$ cat src/rtl/line_assembler.sv
module line_assembler #(
  parameter int LINE_MAX = 81,
  parameter int DEPTH    = LINE_MAX + 1,
  parameter int AW       = $clog2(DEPTH),
  parameter int CW       = $clog2(DEPTH + 1)
) (
  input  logic          clk,
  input  logic          rst_n,
  input  logic          start,
  input  logic          in_valid,
  input  logic [7:0]    in_data,
  output logic          in_ready,
  input  logic [AW-1:0] rd_addr,
  output logic [7:0]    rd_data,
  output logic [CW-1:0] count,
  output logic [1:0]    code,
  output logic          par_err
);
  localparam logic [7:0] CHR_CR = 8'h0D;
  localparam logic [7:0] CHR_LF = 8'h0A;
  localparam logic [1:0] C_BUSY = 2'd0;
  localparam logic [1:0] C_OVF  = 2'd1;
  localparam logic [1:0] C_LINE = 2'd2;

  typedef enum logic [1:0] {S_RUN, S_LF, S_HOLD} st_t;
  st_t st;

  logic [7:0] mem [DEPTH];
  logic       take, odd, we;
  logic [7:0] chr, wd;

  assign in_ready = (st == S_RUN);
  assign take     = in_valid && in_ready && !start;
  assign odd      = ^in_data;
  assign chr      = {1'b0, in_data[6:0]};
  assign we       = (take && !odd) || (st == S_LF && !start);
  assign wd       = (st == S_LF) ? CHR_LF : chr;
  assign rd_data  = (int'(rd_addr) < DEPTH) ? mem[rd_addr] : 8'h00;

  always_ff @(posedge clk)
    if (we) mem[count[AW-1:0]] <= wd;

  always_ff @(posedge clk) begin
    if (!rst_n || start) begin
      st      <= S_RUN;
      count   <= '0;
      code    <= C_BUSY;
      par_err <= 1'b0;
    end else begin
      case (st)
        S_RUN:
          if (take) begin
            if (odd) begin
              par_err <= 1'b1;
              st      <= S_HOLD;
            end else begin
              count <= count + CW'(1);
              if (chr == CHR_CR) st <= S_LF;
              else if (count == CW'(LINE_MAX - 1)) begin
                code <= C_OVF;
                st   <= S_HOLD;
              end
            end
          end
        S_LF: begin
          count <= count + CW'(1);
          code  <= C_LINE;
          st    <= S_HOLD;
        end
        default: ;
      endcase
    end
  end
endmodule


$ cat config.mk
export PLATFORM = sky130hd
export DESIGN_NAME = line_assembler
export DESIGN_NICKNAME = d
export VERILOG_FILES = /design/src/rtl/line_assembler.sv
export SDC_FILE = /design/constraint.sdc
export NUM_CORES = 1
export LEC_CHECK = 0
export ABC_AREA = 1
export BUFFER_PORTS_ARGS = -buffer_cell sky130_fd_sc_hd__buf_4
export CORE_MARGIN = 5
export CORE_UTILIZATION = 30
export DETAILED_ROUTE_END_ITERATION = 10
export SLEW_MARGIN = 10
export SYNTH_ARGS = -nofsm -noshare
export SYNTH_HDL_FRONTEND = slang
export SYNTH_SLANG_ARGS = --single-unit
$ cat constraint.sdc
create_clock -name clk -period 3.97 [get_ports clk]
set_clock_uncertainty 0.2 [all_clocks]
set_input_delay 0.1985 -clock clk [delete_from_list [all_inputs] [get_ports clk]]
set_output_delay 0.1985 -clock clk [all_outputs]
set_load 0.1 [all_outputs]
# After elaboration in Yosys (flattened, before gate mapping)
# Memories as Yosys holds them, arrays and structs flattened.
# Cells that the tools add are included.
[totals] rom_bits=0 ramBits=574 out_inout_bits=19 n_memories=1 inputBits=19 regBits=12 latchBits=0 wordCells=48
[op_classes] n_mul=0 muxes=17 n_eq_ne=8 bitwise=0 n_lt_le_gt_ge=1 div_mod_pow=0 n_reduce_logical=16 n_addsub=1 shifts=0
[memory_table] name="mem" depth=82 width=7 rd=1 rd_ports_with_merged_regs=0 wr=1 line="28" rtl="logic [7:0] mem [DEPTH];"
[ops] operator="$mux W7" count=3
[ops] operator="$mux W2" count=8
[ops] operator="$pmux W7 S2" count=1
[ops] operator="$reduce_and A3 Y1" count=3
[ops] operator="$mux W8" count=1
[ops] operator="$pmux W2 S2" count=2
[ops] operator="$reduce_xor A8 Y1" count=1
[ops] operator="$add A7 B1 Y7 const B" count=1
[ops] operator="$eq A7 B4 Y1 const B" count=1
[ops] operator="$eq A7 B7 Y1 const B" count=1
[ops] operator="$lt A7 B7 Y1 const B" count=1
[ops] operator="$reduce_and A5 Y1" count=1
[ops] operator="$logic_and A1 B1 Y1" count=4
[ops] operator="$ne A2 B1 Y1 const B" count=2
[ops] operator="$ne A2 B2 Y1 const B" count=2
[ops] operator="$ne A4 B1 Y1 const B" count=1
[ops] operator="$logic_not A1 Y1" count=3
[ops] operator="$eq A2 B1 Y1 const B" count=1
[ops] operator="$logic_not A2 Y1" count=1
[ops] operator="$logic_or A1 B1 Y1" count=2
[ops] operator="$mux W1" count=2
[ops] operator="$reduce_bool A2 Y1" count=1

# Depth between registers and ports, before layout
# Gate-level depths: netlist (run 1).
[depth] depth_word=7 mapped_depth=15 ltp_nobuf=13

# Least setup slack after synthesis (run 1)
# No wires, ideal clock.
[synth_path] path_type="reg2reg" startpoint="register st[1]" endpoint="memory mem[10][0] in the netlist's numbering, enable pin" arrival_time_ps=2986 stages_incl_launch_ff=8 setup_ps=360 n_path_buf=0 period_less_slack_ps=3546 path_slack_ps=424 t_required_ps=3410 cell_sequence="dfxtp_1 > nor2_1 > nand3_1 > inv_1 > nand3_2 > o21ai_4 > nand2_1 > nor2_1"
[synth_between] elab_chain_len=7 elab_cells_between_ends=9 classes_between="eq/ne: 1; mux: 2; reduce/logical: 6"
[synth_rtl] element="from (decl)" line="26" rtl="st_t st;"
[synth_rtl] element="from (signal assigned)" line="45" rtl="st <= S_RUN;"
[synth_rtl] element="from (signal assigned)" line="55" rtl="st <= S_HOLD;"
[synth_rtl] element="from (signal assigned)" line="58" rtl="if (chr == CHR_CR) st <= S_LF;"
[synth_rtl] element="$logic_not A2 Y1" line="32" rtl="assign in_ready = (st == S_RUN);"
[synth_rtl] element="via in_ready" line="12" rtl="output logic in_ready,"
[synth_rtl] element="$logic_and A1 B1 Y1 (2 in series)" line="33" rtl="assign take = in_valid && in_ready && !start;"
[synth_rtl] element="$logic_and A1 B1 Y1" line="36" rtl="assign we = (take && !odd) || (st == S_LF && !start);"
[synth_rtl] element="$logic_or A1 B1 Y1" line="36"
[synth_rtl] element="$mux W1" line="41" rtl="if (we) mem[count[AW-1:0]] <= wd;"
[synth_rtl] element="$mux W1 (implied by the code)" line="41"
[synth_rtl] element="to (decl)" line="28"
# The timed path passes the listed nets, and every way through them passes these cells.

# Worst setup path after layout (run 1)
[layout_path] startpoint="register count[4]" endpoint="register st[0]"
[layout_between] elab_chain_len=3
[layout_rtl] element="from (decl)" line="15" rtl="output logic [CW-1:0] count,"
[layout_rtl] element="from (signal assigned)" line="57" rtl="count <= count + CW'(1);"
[layout_rtl] element="from (signal assigned)" line="66" rtl="count <= count + CW'(1);"
[layout_rtl] element="$eq A7 B7 Y1" line="59" rtl="else if (count == CW'(LINE_MAX - 1)) begin"
[layout_rtl] element="$ne A4 B1 Y1 (no line)"
[layout_rtl] element="$reduce_and A3 Y1 (no line)"
[layout_rtl] element="to (signal assigned)" line="58"
[layout_rtl] element="to (signal assigned)" line="61" rtl="st <= S_HOLD;"
[layout_rtl] element="to (signal assigned)" line="68" rtl="st <= S_HOLD;"
# No other way between the ends.
# A chain may end at the register's enable or synchronous reset.

==> results of run 1 <==
## state kept, by name, summed over array words and instances, names as in the netlist
register	flops
count	7
code	2
mem	574
par_err	1
st	2
## per-stage QoR
stage / cells / setup slack [ns] / cell area [µm²] / hold WS (ns)
after floorplan: 2356 / 0.424 / 24900 / 0.244
after global placement: 3414 / 0.763 / 26700 / 0.249
after CTS: 3535 / 0.578 / 28700 / 0.0641
after detailed placement: 3414 / 0.692 / 26700 / 0.244
final: 3537 / 0.569 / 28800 / 0.0971
after global routing: 3535 / 0.442 / 28700 / 0.0990
## metal layers
metal	global-route usage	vias up	wire, µm
met1	0.204	7932	29700
met2	0.217	525	29000
li1	-	8007	-
met4	0.0426	0	1820
met3	0.0292	109	4600
met5	0	-	0
## worst min-delay path by stage
stage               slack [ns]        from         end
floorplan                 0.24       st[1]       st[1]
global placement          0.25     code[0]     code[0]
detailed placement        0.24     code[0]     code[0]
CTS                       0.06  in_data[7]     code[0]
global route               0.1  in_data[0]  mem[38][0]
finish                     0.1  in_data[0]  mem[37][0]
## where the power goes
group / switching (µW) / leakage (µW) / internal [µW]
clock network: 2330 / 0.000953 / 3230
registers: 4.28 / 0.00526 / 6840
logic: 738 / 0.00456 / 231
total: 3080 / 0.0108 / 10300
## logic make-up after synthesis
logic type,Yosys count,share of synthesized area
compound gates,179,0.0384
xor+xnor,7,0.00246
fa+ha+maj,5,0.00251
buf+inv,288,0.0475
flops,586,0.701
other cells,1,0.000150
simple gates,1290,0.208
## final cells by class
class,count,share of cell area
clock buffer,64,0.0520
timing repair buffer,119,0.0360
sequential,586,0.608
tap,1070,0.0466
antenna,2,0.000174
inverter,171,0.0225
clock inverter,43,0.0147
multi-input combinational,1482,0.220
## timing repair
item / in CTS / in global routing
hold buffers: 14 / 0
buffers inserted: 0 / 0
hold endpoints to repair: 75 / 0
## cell usage after synthesis (all sizes together), types with 10 or more instances
| library cell | count | area (µm²) |
|---|---|---|
| a21oi | 16 | 80.1 |
| buf | 83 | 414 |
| clkbuf | 34 | 129 |
| dfxtp | 12 | 240 |
| edfxtp | 574 | 17200 |
| inv | 171 | 642 |
| nand2 | 642 | 2410 |
| nand3 | 208 | 1060 |
| nor2 | 408 | 1530 |
| nor3 | 10 | 50.1 |
| o211ai | 18 | 135 |
| o21ai | 143 | 727 |
| or2 | 13 | 81.3 |
## worst max-delay path, cell delays in order (launching register included)
cell and delay [ns]:
dfxtp_1 0.55, nand2_1 0.12, nor2_1 0.56, nand3_1 0.28, nand2_1 0.12, nor2_1 0.05
nand3_1 0.10, nand3_1 0.10, nand2_1 0.06, dlygate4sd3_1 0.55, nor2_1 0.04, dlygate4sd3_1 0.55
==> results by group, run 1 <==
Clock network
  • CTS Buf Count: 58
  • Cts repair resizes: 0
  • Worst-skew pair later-pin latency: 0.61 ns
  • H-tree lvl count: 2
  • TritonCTS clock tree: done
  • CTS sink count: 586
  • Clock-pin slew on the worst setup and hold paths: 0.06 ns
  • Longest Clk Path Bufs: 3
  • Root buffer cell: clkbuf_16

Critical path
  • Worst r2r src: count[4]
  • CP endpoint: st[0]
  • Crit Path Category: reg2reg
  • CP Max Fanout: 8
  • Critical Path RT: 4.27 ns
  • Crit start category: flip-flop
  • R2r endpoint: st[0]
  • Worst setup startpoint: count[4]
  • R2R cell count: 11
  • Worst EP arrival: 3.70 ns
  • Critical Path End Type: flip-flop
  • R2r setup slk: 0.57 ns

Timing
  • Fmax: 0.294 GHz
  • Final Hold Fails: 0
  • Final period util: 0.857
  • Rel. slew slack: 0.261
  • Slew Limit Fails: 0
  • RSZ-0062 raised after global routing: false
  • Worst Max-Slew Pin Slew: 1.11 ns
  • Setup TNS: 0 ns
  • Setup violators final: 0
  • Tmin final: 3.40 ns

Finish
  • Final net count: 2,442
  • Most frequent cells in the layout: nand2_1, edfxtp_1, nor2_1, nand3_1, inv_1
  • Layout cells sized above 1: 0.0913
  • Area grow syn2layout: 15.3%
  • Flip-flop and latch area: 17,500 µm²
  • Most common cell after layout, fill and taps aside: nand2_1
  • Area used by multi-input combinational logic: 6330 µm²
  • Fillers: 8,121
  • Final Core Density: 0.350

Drt
  • Number of routed nets with antenna violations: 0
  • Vias per cell: 4.69
  • WL final: 65,100 µm
  • Detailed-route via count: 16,573
  • First DRT Iteration DRCs: 1,504
  • DR WL/cell: 18.4 µm
  • Residual DRC: 0
  • Initial DRT Pass Iterations: 5

Global route
  • First-pass GRT wire length: 98,100 µm
  • Largest net degree at the start of global routing: 111
  • Grt total ovfl: 0
  • Number of global-route vias before repair: 15,875
  • GRT Total Usage: 0.142
  • Antenna violations before repair: 2

Logic synthesis
  • Ys async rst share: 0
  • Main synth FF type: edfxtp_1
  • EDFF count, synth: 574
  • Post-Syn Instances: 2,356
  • Synthesized area per cell: 10.6 µm²
  • Synthesized area: 24,900 µm²
  • Syn. warnings: 0
  • #FFs+latches synth: 586
  • Syn Nets: 2,380
  • Sequential share of the synthesized area: 0.701
  • Synth cell types: 31

Pwr
  • Peak supply drop: 0.255 mV
  • Static Leak: 0.0108 µW
  • Power per Cell Area: 465 nW/µm²
  • Total power: 13,400 µW

Min path
  • Hold Path Depth: 4
  • HP Class: in2reg

Floorplan
  • Initial Utilization: 0.303
  • Die height: 298 µm
  • CORE AREA: 82,200 µm²
  • Io pins: 38
  • Std cell rows: 105
  • Area of the die: 89,000 µm²
  • Die W: 298 µm

Placed design
  • DP Wirelength: 38,800 µm
  • Port Buffer Count: 36
  • GPL Wtd Cong: 0.834

Flow run
  • Max-cap violation count: 0

Outcome
  • Outcome: finished clean
Note: power is estimated with default switching activity, not from simulation.
==> run 2: changes to the inputs <==
MAX_ROUTING_LAYER = met4   (was default)
==> results by group, run 2 (synthesis results as in run 1) <==
Placed design
  • DP Wirelength: 38,800 µm
  • GPL Wtd Cong: 0.847
  • Port Buffer Count: 36
  • Dpl cells: 3,414

Critical path
  • Slowest cell on crit path: dfxtp_1
  • CP Max Fanout: 8
  • Crit start category: flip-flop
  • Worst r2r src: count[4]
  • Worst EP arrival: 3.68 ns
  • Crit-path cells: nand2_1, nor2_1, nand3_1, nand2_1, nor2_1, nand3_1, nand3_1, nand2_1, dlygate4sd3_1, nor2_1, dlygate4sd3_1
  • Crit Path Category: reg2reg
  • R2r endpoint: st[0]
  • Slowest Stage Delay on Critical Path: 0.55 ns
  • Critical Path End Type: flip-flop
  • R2R cell count: 11
  • Critical Path RT: 4.27 ns
  • R2r setup slk: 0.59 ns

Min path
  • Hold Path Sink: mem[37][0]
  • Hold Path Origin: in_data[0]
  • HP Class: in2reg
  • Hold Path Depth: 4

Clock network
  • H-tree lvl count: 2
  • Root buffer cell: clkbuf_16
  • TritonCTS clock tree: done
  • Worst-skew pair later-pin latency: 0.62 ns
  • Longest Clk Path Bufs: 3
  • CTS Buf Count: 58
  • Clock-pin slew on the worst setup and hold paths: 0.06 ns
  • CTS sink count: 586

Finish
  • Fillers: 8,121
  • Final Core Density: 0.350
  • Flip-flop count of the largest register after layout: 574
  • Layout cells sized above 1: 0.0913
  • Area grow syn2layout: 15.3%
  • Non-Filler Instances: 3,537
  • Final net count: 2,442
  • Most frequent cells in the layout: nand2_1, edfxtp_1, nor2_1, nand3_1, inv_1
  • Most common cell after layout, fill and taps aside: nand2_1

Timing
  • Slew Limit Fails: 0
  • Rel. slew slack: 0.272
  • Final Hold Fails: 0
  • Final period util: 0.852
  • Worst Max-Slew Pin Slew: 1.09 ns
  • Setup TNS: 0 ns
  • Fmax: 0.296 GHz
  • RSZ-0062 raised after global routing: false
  • Tmin final: 3.38 ns
  • Setup violators final: 0

Global route
  • Largest net degree at the start of global routing: 111
  • Grt total ovfl: 0
  • First-pass GRT wire length: 98,000 µm
  • Number of global-route vias before repair: 15,872
  • GRT Total Usage: 0.146
  • Antenna violations before repair: 2

Drt
  • Vias per cell: 4.70
  • Detailed-route via count: 16,619
  • DR WL/cell: 18.4 µm
  • First DRT Iteration DRCs: 1,648
  • WL final: 65,000 µm
  • Residual DRC: 0
  • Initial DRT Pass Iterations: 5
  • Number of routed nets with antenna violations: 0

Floorplan
  • Area of the die: 89,000 µm²
  • Die W: 298 µm
  • CORE AREA: 82,200 µm²
  • Io pins: 38
  • Initial Utilization: 0.303
  • Std cell rows: 105
  • Die height: 298 µm

Outcome
  • Outcome: finished clean

Pwr
  • Power per Cell Area: 465 nW/µm²
  • Peak supply drop: 0.260 mV
  • Static Leak: 0.0108 µW
  • Total power: 13,400 µW

Flow run
  • Max-cap violation count: 0
[run 2: cell counts in the layout (fill, tap and decap cells not counted)]
Identical to the previous run, type by type.
[run 2: what timing repair did]
action | CTS | global route
resized for setup | 0 | 0
hold buffers | 14 | 0
hold endpoints to repair | 75 | 0
buffers inserted | 0 | 0
[run 2: report_power, final]
part | internal [µW] | total (µW) | switching [µW]
sequential | 6840 | 6840 | 4.32
combinational | 231 | 971 | 740
clock | 3230 | 5560 | 2330
total | 10300 | 13400 | 3080
[run 2: critical path: cells and delay by family, from the launching register on]
family | cells | cell delay, ns
flops | 1 | 0.55
simple gates | 9 | 1.41
buf+inv | 2 | 1.09
[run 2: stage by stage]
stage,cell area [µm²],hold slack [ns],setup WS (ns)
2_1_floorplan,24900,0.244,0.424
3_3_place_gp,26700,0.249,0.763
3_5_place_dp,26700,0.244,0.692
4_1_cts,28700,0.0641,0.578
5_1_grt,28800,0.0990,0.442
6_report,28800,0.0938,0.589
[run 2: metal layers]
metal	wire length, µm	global-route usage	vias to the layer above
li1	-	-	8000
met1	29100	0.204	7903
met2	29000	0.217	595
met3	5080	0.0285	121
met4	1830	0.0426	0
met5	0	-	-
[run 2: how the worst max path moves through the flow]
stage | startpoint | end
after global placement | in_data[1] | mem[65][0]
after detailed placement | in_data[1] | mem[65][5]
after CTS | st[1] | mem[65][5]
after global routing | count[4] | st[0]
final | count[4] | st[0]
after floorplan | st[1] | mem[10][0]
[run 2: cell type report]
cell class	count	area [µm²]	area share
multi-input cells	1482	6330	0.220
repair buffers	119	1040	0.0360
clock inverters	43	422	0.0147
well taps	1070	1340	0.0466
flip-flops and latches	586	17500	0.608
diodes	2	5.00	0.000174
inverters	171	648	0.0225
clock buffers	64	1500	0.0520
